==> config.mk <==
export PLATFORM = sky130hd
export DESIGN_NAME = trig_cond
export DESIGN_NICKNAME = d
export VERILOG_FILES = /design/src/rtl/trig_cond_pkg.sv /design/src/rtl/trig_sync.sv /design/src/rtl/trig_regs.sv /design/src/rtl/trig_delay_lane.sv /design/src/rtl/trig_cond.sv
export SDC_FILE = /design/constraint.sdc
export NUM_CORES = 1
export LEC_CHECK = 0
export BUFFER_PORTS_ARGS = -buffer_cell sky130_fd_sc_hd__buf_4
export CORE_ASPECT_RATIO = 0.6
export CORE_UTILIZATION = 55
export DETAILED_ROUTE_END_ITERATION = 8
export HOLD_SLACK_MARGIN = 0.12
export PLACE_DENSITY_LB_ADDON = 0.2
export SYNTH_ARGS = -nofsm -noshare
export SYNTH_HDL_FRONTEND = slang
export SYNTH_SLANG_ARGS = --single-unit
==> constraint.sdc <==
create_clock -name clk -period 3.84 [get_ports clk]
set_input_delay 1.152 -clock clk [delete_from_list [all_inputs] [get_ports clk]]
set_output_delay 1.152 -clock clk [all_outputs]
set_load 0.02 [all_outputs]
==> src/rtl/trig_cond_pkg.sv <==
package trig_cond_pkg;
   localparam int REG_AW   = 8;
   localparam int REG_DW   = 32;
   localparam int SEL_LSB  = 16;
   localparam logic [REG_AW-1:0] OFF_IN_EN  = 8'h04;
   localparam logic [REG_AW-1:0] OFF_LEVEL  = 8'h08;
   localparam logic [REG_AW-1:0] OFF_CATCH  = 8'h0C;
   localparam logic [REG_AW-1:0] OFF_OUT_EN = 8'h10;
   localparam logic [REG_AW-1:0] OFF_DLY    = 8'h14;
endpackage

==> src/rtl/trig_sync.sv <==
module trig_sync #(
   parameter int WIDTH  = 7,
   parameter int STAGES = 2
) (
   input  logic             clk,
   input  logic             rst_n,
   input  logic [WIDTH-1:0] din,
   output logic [WIDTH-1:0] dout
);
   logic [WIDTH-1:0] chain [STAGES];

   always_ff @(posedge clk or negedge rst_n) begin
      if (!rst_n) chain[0] <= '0;
      else        chain[0] <= din;
   end

   for (genvar st = 1; st < STAGES; st++) begin : g_stage
      always_ff @(posedge clk or negedge rst_n) begin
         if (!rst_n) chain[st] <= '0;
         else        chain[st] <= chain[st-1];
      end
   end

   assign dout = chain[STAGES-1];
endmodule

==> src/rtl/trig_regs.sv <==
module trig_regs
   import trig_cond_pkg::*;
#(
   parameter int N_TRIG = 7,
   parameter int DLY_W  = 16
) (
   input  logic              clk,
   input  logic              rst_n,
   input  logic              reg_wr,
   input  logic [REG_AW-1:0] reg_addr,
   input  logic [REG_DW-1:0] reg_wdata,
   output logic [REG_DW-1:0] reg_rdata,
   input  logic [N_TRIG-1:0] lvl_sync,
   output logic [N_TRIG-1:0] in_en,
   output logic [N_TRIG-1:0] out_en,
   output logic [DLY_W-1:0]  dly_val,
   output logic [N_TRIG-1:0] dly_sel
);
   logic [N_TRIG-1:0] catch_q;
   logic [N_TRIG-1:0] lvl_gated;
   logic              wr_catch;
   logic              unused_wdata;

   assign lvl_gated    = lvl_sync & in_en;
   assign wr_catch     = reg_wr && (reg_addr == OFF_CATCH);
   assign unused_wdata = ^reg_wdata;

   always_ff @(posedge clk or negedge rst_n) begin
      if (!rst_n) begin
         in_en   <= '0;
         out_en  <= '0;
         dly_val <= '0;
         dly_sel <= '0;
      end else if (reg_wr) begin
         case (reg_addr)
            OFF_IN_EN:  in_en  <= reg_wdata[N_TRIG-1:0];
            OFF_OUT_EN: out_en <= reg_wdata[N_TRIG-1:0];
            OFF_DLY: begin
               dly_val <= reg_wdata[DLY_W-1:0];
               dly_sel <= reg_wdata[SEL_LSB +: N_TRIG];
            end
            default: ;
         endcase
      end
   end

   // set has priority over a clearing write
   always_ff @(posedge clk or negedge rst_n) begin
      if (!rst_n)        catch_q <= '0;
      else if (wr_catch) catch_q <= (catch_q & reg_wdata[N_TRIG-1:0]) | lvl_gated;
      else               catch_q <= catch_q | lvl_gated;
   end

   always_comb begin
      case (reg_addr)
         OFF_IN_EN:  reg_rdata = REG_DW'(in_en);
         OFF_LEVEL:  reg_rdata = REG_DW'(lvl_sync);
         OFF_CATCH:  reg_rdata = REG_DW'(catch_q);
         OFF_OUT_EN: reg_rdata = REG_DW'(out_en);
         OFF_DLY:    reg_rdata = REG_DW'(dly_val) | (REG_DW'(dly_sel) << SEL_LSB);
         default:    reg_rdata = '0;
      endcase
   end

   // a flag only falls through a write to the catch offset
   a_r4_catch_sticky: assert property (@(posedge clk) disable iff (!rst_n)
      !wr_catch |=> (($past(catch_q) & ~catch_q) == '0));

   // an enabled high input sets its flag on the next clock
   a_r4_catch_sets: assert property (@(posedge clk) disable iff (!rst_n)
      (lvl_gated != '0) |=> (($past(lvl_gated) & ~catch_q) == '0));
endmodule

==> src/rtl/trig_delay_lane.sv <==
module trig_delay_lane #(
   parameter int DLY_W = 16
) (
   input  logic             clk,
   input  logic             rst_n,
   input  logic             lvl,
   input  logic [DLY_W-1:0] dly,
   output logic             pulse
);
   logic             lvl_q;
   logic             busy;
   logic [DLY_W-1:0] cnt;
   logic             rise;

   assign rise = lvl & ~lvl_q;

   always_ff @(posedge clk or negedge rst_n) begin
      if (!rst_n) begin
         lvl_q <= 1'b0;
         busy  <= 1'b0;
         cnt   <= '0;
         pulse <= 1'b0;
      end else begin
         lvl_q <= lvl;
         pulse <= 1'b0;
         if (busy) begin
            if (cnt == '0) begin
               pulse <= 1'b1;
               busy  <= 1'b0;
            end else begin
               cnt <= cnt - DLY_W'(1);
            end
         end else if (rise) begin
            if (dly == '0) pulse <= 1'b1;
            else begin
               busy <= 1'b1;
               cnt  <= dly - DLY_W'(1);
            end
         end
      end
   end

   // each pulse lasts exactly one clock
   a_r7_one_clock: assert property (@(posedge clk) disable iff (!rst_n)
      pulse |=> !pulse);

   // zero delay answers an idle edge on the next clock
   a_r8_zero_next: assert property (@(posedge clk) disable iff (!rst_n)
      (!busy && rise && dly == '0) |=> pulse);

   // a count in progress continues whatever the input does
   a_r9_keep_count: assert property (@(posedge clk) disable iff (!rst_n)
      (busy && cnt != '0) |=> (busy && !pulse && cnt == $past(cnt) - DLY_W'(1)));

   // an expiring count fires and returns to idle
   a_r7_expire: assert property (@(posedge clk) disable iff (!rst_n)
      (busy && cnt == '0) |=> (pulse && !busy));
endmodule

==> src/rtl/trig_cond.sv <==
module trig_cond
   import trig_cond_pkg::*;
#(
   parameter int N_TRIG      = 7,
   parameter int DLY_W       = 16,
   parameter int SYNC_STAGES = 2,
   parameter bit DELAY_EN    = 1'b1
) (
   input  logic              clk,
   input  logic              rst_n,
   input  logic              reg_wr,
   input  logic [REG_AW-1:0] reg_addr,
   input  logic [REG_DW-1:0] reg_wdata,
   output logic [REG_DW-1:0] reg_rdata,
   input  logic [N_TRIG-1:0] trig_pin,
   output logic [N_TRIG-1:0] trig_out
);
   initial begin
      assert (N_TRIG >= 1 && N_TRIG <= REG_DW - SEL_LSB) else $error("N_TRIG out of range");
      assert (DLY_W >= 1 && DLY_W <= SEL_LSB) else $error("DLY_W out of range");
      assert (SYNC_STAGES >= 2) else $error("SYNC_STAGES below 2");
   end

   logic [N_TRIG-1:0] lvl_sync;
   logic [N_TRIG-1:0] in_en;
   logic [N_TRIG-1:0] out_en;
   logic [N_TRIG-1:0] dly_sel;
   logic [DLY_W-1:0]  dly_val;
   logic [N_TRIG-1:0] lvl_gated;
   logic [N_TRIG-1:0] dly_pulse;

   trig_sync #(.WIDTH(N_TRIG), .STAGES(SYNC_STAGES)) u_sync (
      .clk(clk), .rst_n(rst_n), .din(trig_pin), .dout(lvl_sync));

   trig_regs #(.N_TRIG(N_TRIG), .DLY_W(DLY_W)) u_regs (
      .clk(clk), .rst_n(rst_n), .reg_wr(reg_wr), .reg_addr(reg_addr),
      .reg_wdata(reg_wdata), .reg_rdata(reg_rdata), .lvl_sync(lvl_sync),
      .in_en(in_en), .out_en(out_en), .dly_val(dly_val), .dly_sel(dly_sel));

   assign lvl_gated = lvl_sync & in_en;

   if (DELAY_EN) begin : g_delay
      for (genvar i = 0; i < N_TRIG; i++) begin : g_lane
         trig_delay_lane #(.DLY_W(DLY_W)) u_lane (
            .clk(clk), .rst_n(rst_n), .lvl(lvl_gated[i]),
            .dly(dly_val), .pulse(dly_pulse[i]));
      end
   end else begin : g_nodelay
      assign dly_pulse = '0;
   end

   assign trig_out = out_en & ((dly_sel & dly_pulse) | (~dly_sel & lvl_gated));

   // a disabled output stays low on both paths
   a_r5_gate: assert property (@(posedge clk) disable iff (!rst_n)
      ((trig_out & ~out_en) == '0));
endmodule

==> impl_metrics.toml, run 1 <==
[run_status]
status = "complete, but fails checks"
violations = "negative setup slack"

[logic_synthesis]
postSynth.asyncResetShare_pct = 100
synth-main-ff-cell = "dfrtp_1"
ys_ff_latch = 191
ys_seq_area_share_pct = 43.6
synth.distinct_cells = 87
postSynthAreaPerCell_sq_um = 9.69
synth_edf_count = 0
synthCells = 1132
netlist_area_sq_mm = 0.0110
yosysWarnings = 0

[cts]
cts_root_buffer = "clkbuf_16"
cts.sinks = 191
post_cts_buffers = 0
numCtsBuffers = 17
h-tree-depth = 4
tritoncts = "built"
clk_latency_ns = 0.46
clk_path_buf_depth = 2
clk_pin_slew_ns = 0.07

[die]
die_h_um = 111
initial_core_util_pct = 56.9
core.rowCount = 39
coreArea_sq_mm = 0.0193
io_pins = 89
dieArea_sq_mm = 0.0205
die_w_um = 184

[pwr]
peakVddDrop_v = 0.000416
power_leakage_uw = 0.00546
p_per_area_mw_per_mm2 = 627

[finish]
finalNetCount = 1266
regArea_sq_mm = 0.00478
antenna_cells = 0
area_growth_pct = 14.2
final_common_cell = "dfrtp_1"
final_util_pct = 65.0
mostFrequentLayoutCells = "dfrtp_1 (191), nand2_1 (94), buf_4 (93)"
fillers = 1528
drive_above_1_share_pct = 18.4
multi_input_area_sq_mm = 0.00569

[grt]
grt_max_degree = 75
grt_pass1_wl_mm = 50.2
grt-ovfl-total = 0
antenna_found_initial = 0
first_global_vias = 8635
grt.total_usage_pct = 32.2

[sta]
fin_ws_ns = -0.0123
maxSlewHeadroom_pct = 31.8
max_freq_mhz = 260
drv_slew = 0
fin_skew_ns = 0.0156
rsz0062_at_grt = "yes"
period_needed_ns = 3.85
period_share_pct = 100
hold_viol = 0
setup_viol = 2
worst_slew_pin_slew_ns = 1.01

[run]
max_cap_viol_count = 0

[critical_path]
worst-setup-path-type = "in -> out"
r2r_end = "g_delay.g_lane[3].u_lane.cnt[15]$_DFFE_PN0P_"
cp-startpoint = "reg_addr[7]"
crit_fanout = 7
cp-start-kind = "input pin"
cp-end-kind = "output port"
crit_arrival_ns = 2.70
r2r_slack_ns = 0.68
crit_required_ns = 2.69
endpoint = "reg_rdata[3]"
r2r_cells = 7
regToRegStartpoint = "u_regs.dly_val[0]$_DFFE_PN0P_"

[placement]
place_ws_ns = -0.108
portBuffers = 70
place_congestion = 0.928
dp_hpwl_mm = 22.9

[detailed_routing]
ant_nets = 0
wirelength_mm = 32.0
wl_per_cell_um = 21.5
vias_per_cell = 6.42
drc = 0
vias = 9544
dr.pass1.iters = 6
drt_iter0_drc = 1251

[worst_hold_path]
min_from = "u_sync.chain[7]$_DFF_PN0_"
hold_class = "reg -> reg"
## kinds of logic (layout without fill, tap and decap cells)
kind of cell | Yosys count | count (layout) | share of synthesized area [%]
AOI/OAI and AO/OA | 284 | 284 | 19.0
muxes | 62 | 62 | 6.14
and+or+nand+nor | 400 | 400 | 19.9
DFF | 191 | 191 | 43.6
other | 1 | 9 | 0.0342
xor gates and xnor gates | 66 | 66 | 5.27
adders and majority gates | 8 | 8 | 0.913
buffers and inverters | 120 | 201 | 5.17
## how the worst min path moves through the flow
stage,slack (ns),cells after the start,endpoint
2_1_floorplan,0.33,0,u_sync.dout[0]$_DFF_PN0_
6_report,0.35,0,u_sync.dout[0]$_DFF_PN0_
5_1_grt,0.35,0,u_sync.dout[0]$_DFF_PN0_
3_5_place_dp,0.34,0,u_sync.dout[0]$_DFF_PN0_
3_3_place_gp,0.33,0,u_sync.dout[5]$_DFF_PN0_
4_1_cts,0.35,0,u_sync.dout[0]$_DFF_PN0_
## metal layers
metal | wire length [um] | part of all wire, % | global-route usage [%]
met4 | 819 | 2.6 | 10.6
met2 | 12600 | 39 | 41.1
met5 | 0 | 0 | 0
met1 | 15000 | 47 | 50.1
met3 | 3610 | 11 | 10.7
## state kept, by name, indices dropped and copies added, names as in the netlist
| signal | flops |
|---|---|
| u_regs.out_en | 7 |
| g_delay.g_lane.u_lane.pulse | 7 |
| u_regs.catch_q | 7 |
| u_regs.dly_val | 16 |
| u_sync.chain | 7 |
| g_delay.g_lane.u_lane.busy | 7 |
| g_delay.g_lane.u_lane.cnt | 112 |
| g_delay.g_lane.u_lane.lvl_q | 7 |
| u_sync.dout | 7 |
| u_regs.in_en | 7 |
| u_regs.dly_sel | 7 |
## power breakdown
group          total, uW  internal, uW  switching (uW)
clock network       1800           935             862
logic               2670          1130            1540
registers           3390          2570             819
total               7860          4630            3220
## repair_timing
item / CTS / global route
gates resized for setup: 6 / 15
endpoints found under the hold margin: 0 / 0
endpoints found under the setup margin: 9 / 22
pin swaps: 4 / 3
hold buffers: 0 / 0
cloned: 0 / 0
## layout make-up
| type | count | share of cell area (%) |
|---|---|---|
| clock buffer | 18 | 3.50 |
| sequential | 191 | 38.1 |
| timing repair buffer | 112 | 7.37 |
| tap | 266 | 2.66 |
| inverter | 57 | 1.71 |
| multi-input combinational | 829 | 45.4 |
| clock inverter | 14 | 1.22 |
## stage by stage
| step | cell area [sq um] | instances | TNS (ns) | total power, uW | hold WS, ns |
|---|---|---|---|---|---|
| after floorplan | 11000 | 1140 | 0 | 5110 | 0.331 |
| after detailed placement | 11900 | 1455 | -0.729 | 5970 | 0.336 |
| after global placement | 11900 | 1455 | -0.496 | 5870 | 0.332 |
| after CTS | 12500 | 1487 | -0.0145 | 7780 | 0.352 |
| final | 12500 | 1487 | -0.0194 | 7860 | 0.349 |
| after global routing | 12500 | 1487 | -0.383 | 8310 | 0.354 |
## Yosys cell counts, types with 8 or more instances
| cell type | instances | area share (%) |
|---|---|---|
| a22oi_1 | 11 | 0.75 |
| nor2_1 | 63 | 2.2 |
| mux2_2 | 42 | 4.3 |
| xor2_1 | 25 | 2.0 |
| and2_1 | 29 | 1.7 |
| dfrtp_1 | 191 | 44 |
| nor4_1 | 26 | 1.5 |
| ha_1 | 8 | 0.91 |
| a221o_1 | 11 | 1.0 |
| o22ai_1 | 10 | 0.57 |
| nor3_1 | 48 | 2.2 |
| buf_2 | 16 | 0.73 |
| buf_4 | 11 | 0.75 |
| clkbuf_1 | 27 | 0.92 |
| inv_1 | 55 | 1.9 |
| nand4_1 | 13 | 0.74 |
| o311ai_0 | 10 | 0.80 |
| a21oi_1 | 33 | 1.5 |
| mux2i_1 | 20 | 1.8 |
| nand3_1 | 35 | 1.6 |
| or3_1 | 17 | 0.97 |
| a222oi_1 | 17 | 1.6 |
| a31oi_1 | 10 | 0.57 |
| nor3b_1 | 10 | 0.68 |
| a211oi_1 | 13 | 0.89 |
| nand2_1 | 94 | 3.2 |
| a221oi_1 | 8 | 0.64 |
| o211ai_1 | 10 | 0.68 |
| o41ai_1 | 9 | 0.72 |
| or4_1 | 8 | 0.55 |
| xnor2_1 | 41 | 3.3 |
| o21ai_0 | 63 | 2.9 |
## critical path: stages
cell and delay, ns:
buf_6 0.09, or4_4 0.57, nor4b_4 0.36, buf_4 0.21
a222oi_1 0.10, nand2_1 0.10, buf_6 0.12
No activity file was read; power rests on OpenSTA's default activity.
==> inputs of run 2 (changes only) <==
- CORE_UTILIZATION: 55 -> 61
- RECOVER_POWER: not set -> 50
- SETUP_SLACK_MARGIN: not set -> 0.4
==> run 2 against run 1 <==
The flow finishes with violations (max-capacitance violations, max-slew violations, negative setup slack). Non-clock buffer count is 3 lower. Final area is 0.37% higher. Clock power about the same. Critical endpoint is now reg_rdata[5].
==> impl_metrics.toml, run 2 (synthesized netlist as in run 1, its figures left out) <==
[finish]
final_util_pct = 72.4
largestRegisters = "g_delay.g_lane.u_lane.cnt (112), u_regs.dly_val (16)"
top_register = "g_delay.g_lane.u_lane.cnt"
mostFrequentLayoutCells = "dfrtp_1 (191), nand2_1 (93), buf_4 (69)"
fin_area_sq_mm = 0.0126
area_growth_pct = 14.7
antenna_cells = 0
finalNetCount = 1263
largest_reg_flops = 112
final_common_cell = "dfrtp_1"
drive_above_1_share_pct = 19.5
finalNonFillerCells = 1452

[worst_hold_path]
hold_class = "reg -> reg"

[sta]
period_share_pct = 101
worst_slew_pin_slew_ns = 2.23
period_needed_ns = 3.89
max_freq_mhz = 257
rsz0062_at_grt = "yes"
maxSlewHeadroom_pct = -48.4
timing.hold.ws_ns = 0.351
fin_skew_ns = 0.0132
drv_slew = 91
fin_ws_ns = -0.0524
hold_viol = 0
setup_viol = 16

[detailed_routing]
vias = 9779
dr.pass1.iters = 6
ant_nets = 0
drt-met1-wl_mm = 14.0
wl_met2_mm = 13.4
drc = 0
met3_length_mm = 4.01
drt_iter0_drc = 1347
vias_per_cell = 6.73
wirelength_mm = 32.1
highest_layer = "met4"
wl_per_cell_um = 22.1

[pwr]
p_clk_share_pct = 23.1
p_int_uw = 4650
power.share.switching_pct = 41.2
switchingPower_uw = 3260
p_comb_share_pct = 34.1
power_leakage_uw = 0.00548
p_per_area_mw_per_mm2 = 629
peakVddDrop_v = 0.000417
p_seq_share_pct = 42.8

[grt]
grt-ovfl-total = 0
grt.total_usage_pct = 35.8
grt_max_degree = 91
antenna_found_initial = 0
first_global_vias = 9141
grt_pass1_wl_mm = 50.9

[critical_path]
cp-start-kind = "input pin"
worst-setup-path-type = "in -> out"
crit_required_ns = 2.69
crit_arrival_ns = 2.74
cp-end-kind = "output port"
crit_fanout = 8

[cts]
clk_latency_ns = 0.44
tritoncts = "built"
h-tree-depth = 4
numCtsBuffers = 17
clk_path_buf_depth = 2
clk_pin_slew_ns = 0.07
cts.sinks = 191
cts_root_buffer = "clkbuf_16"

[die]
initial_core_util_pct = 63.2
die_h_um = 106
io_pins = 89
dieArea_sq_mm = 0.0185
core.rowCount = 37
die_w_um = 175
coreArea_sq_mm = 0.0174

[run_status]
violations = "max-capacitance violations, max-slew violations, negative setup slack"
status = "complete, but fails checks"

[placement]
dp.cells = 1416
portBuffers = 70
dp_hpwl_mm = 22.2
place_area_sq_mm = 0.0118
place_congestion = 0.958
place_ws_ns = -0.180

[run]
max_cap_viol_count = 1
## run 2: worst paths after layout
check                                                   start                                     endpoint  slack, ns  depth (start not counted)
min in group asynchronous                               rst_n      g_delay.g_lane[6].u_lane.busy$_DFF_PN0_       1.36                          1
worst max register to register  u_regs.dly_val[0]$_DFFE_PN0P_  g_delay.g_lane[5].u_lane.cnt[5]$_DFFE_PN0P_       0.64                          7
worst min-delay path               u_sync.chain[11]$_DFF_PN0_                     u_sync.dout[4]$_DFF_PN0_       0.35                          0
max in group asynchronous                               rst_n                u_regs.dly_val[5]$_DFFE_PN0P_       0.58                          2
worst max-delay path                              reg_addr[7]                                 reg_rdata[5]      -0.05                          8
worst min register to register     u_sync.chain[11]$_DFF_PN0_                     u_sync.dout[4]$_DFF_PN0_       0.35                          0
## run 2: area by class of cell
| type | instances | area [sq um] |
|---|---|---|
| Clock buffer | 19 | 453 |
| Clock inverter | 13 | 141 |
| Fill cell | 1225 | 4780 |
| Inverter | 57 | 214 |
| Multi-Input combinational cell | 829 | 5730 |
| Sequential cell | 191 | 4780 |
| Tap cell | 234 | 293 |
| Timing Repair Buffer | 109 | 970 |
## run 2: power groups by stage
| stage | sequential [uW] | clock [uW] | combinational (uW) |
|---|---|---|---|
| 2_1_floorplan | 3060 | 0 | 2050 |
| 3_3_place_gp | 3330 | 0 | 2500 |
| 3_5_place_dp | 3350 | 0 | 2610 |
| 4_1_cts | 3340 | 1830 | 2630 |
| 5_1_grt | 3470 | 1910 | 2950 |
| 6_report | 3380 | 1830 | 2700 |
## run 2: per-layer routing
metal / up-vias / global-route usage (%)
met4: 0 / 12.4
met3: 67 / 10.9
met2: 613 / 48.6
met5: - / 0
li1: 4364 / -
met1: 4735 / 53.4
## run 2: critical path: stages
cell and delay, ns:
buf_6 0.09, or4_4 0.58, buf_4 0.17, nor4_4 0.22
buf_6 0.18, a222oi_1 0.10, nand2_1 0.13, buf_6 0.12
## run 2: repair_timing
item / CTS / global route
buffers inserted: 2 / 0
hold buffers: 0 / 0
pin swaps: 9 / 6
gates cloned: 2 / 0
resized for setup: 43 / 2
endpoints found under the setup margin: 23 / 23
## run 2: per-stage QoR
stage	setup TNS [ns]	power [uW]
2_1_floorplan	0	5110
3_3_place_gp	-0.396	5830
3_5_place_dp	-1.08	5960
4_1_cts	-0.317	7810
5_1_grt	-1.45	8340
6_report	-0.334	7900
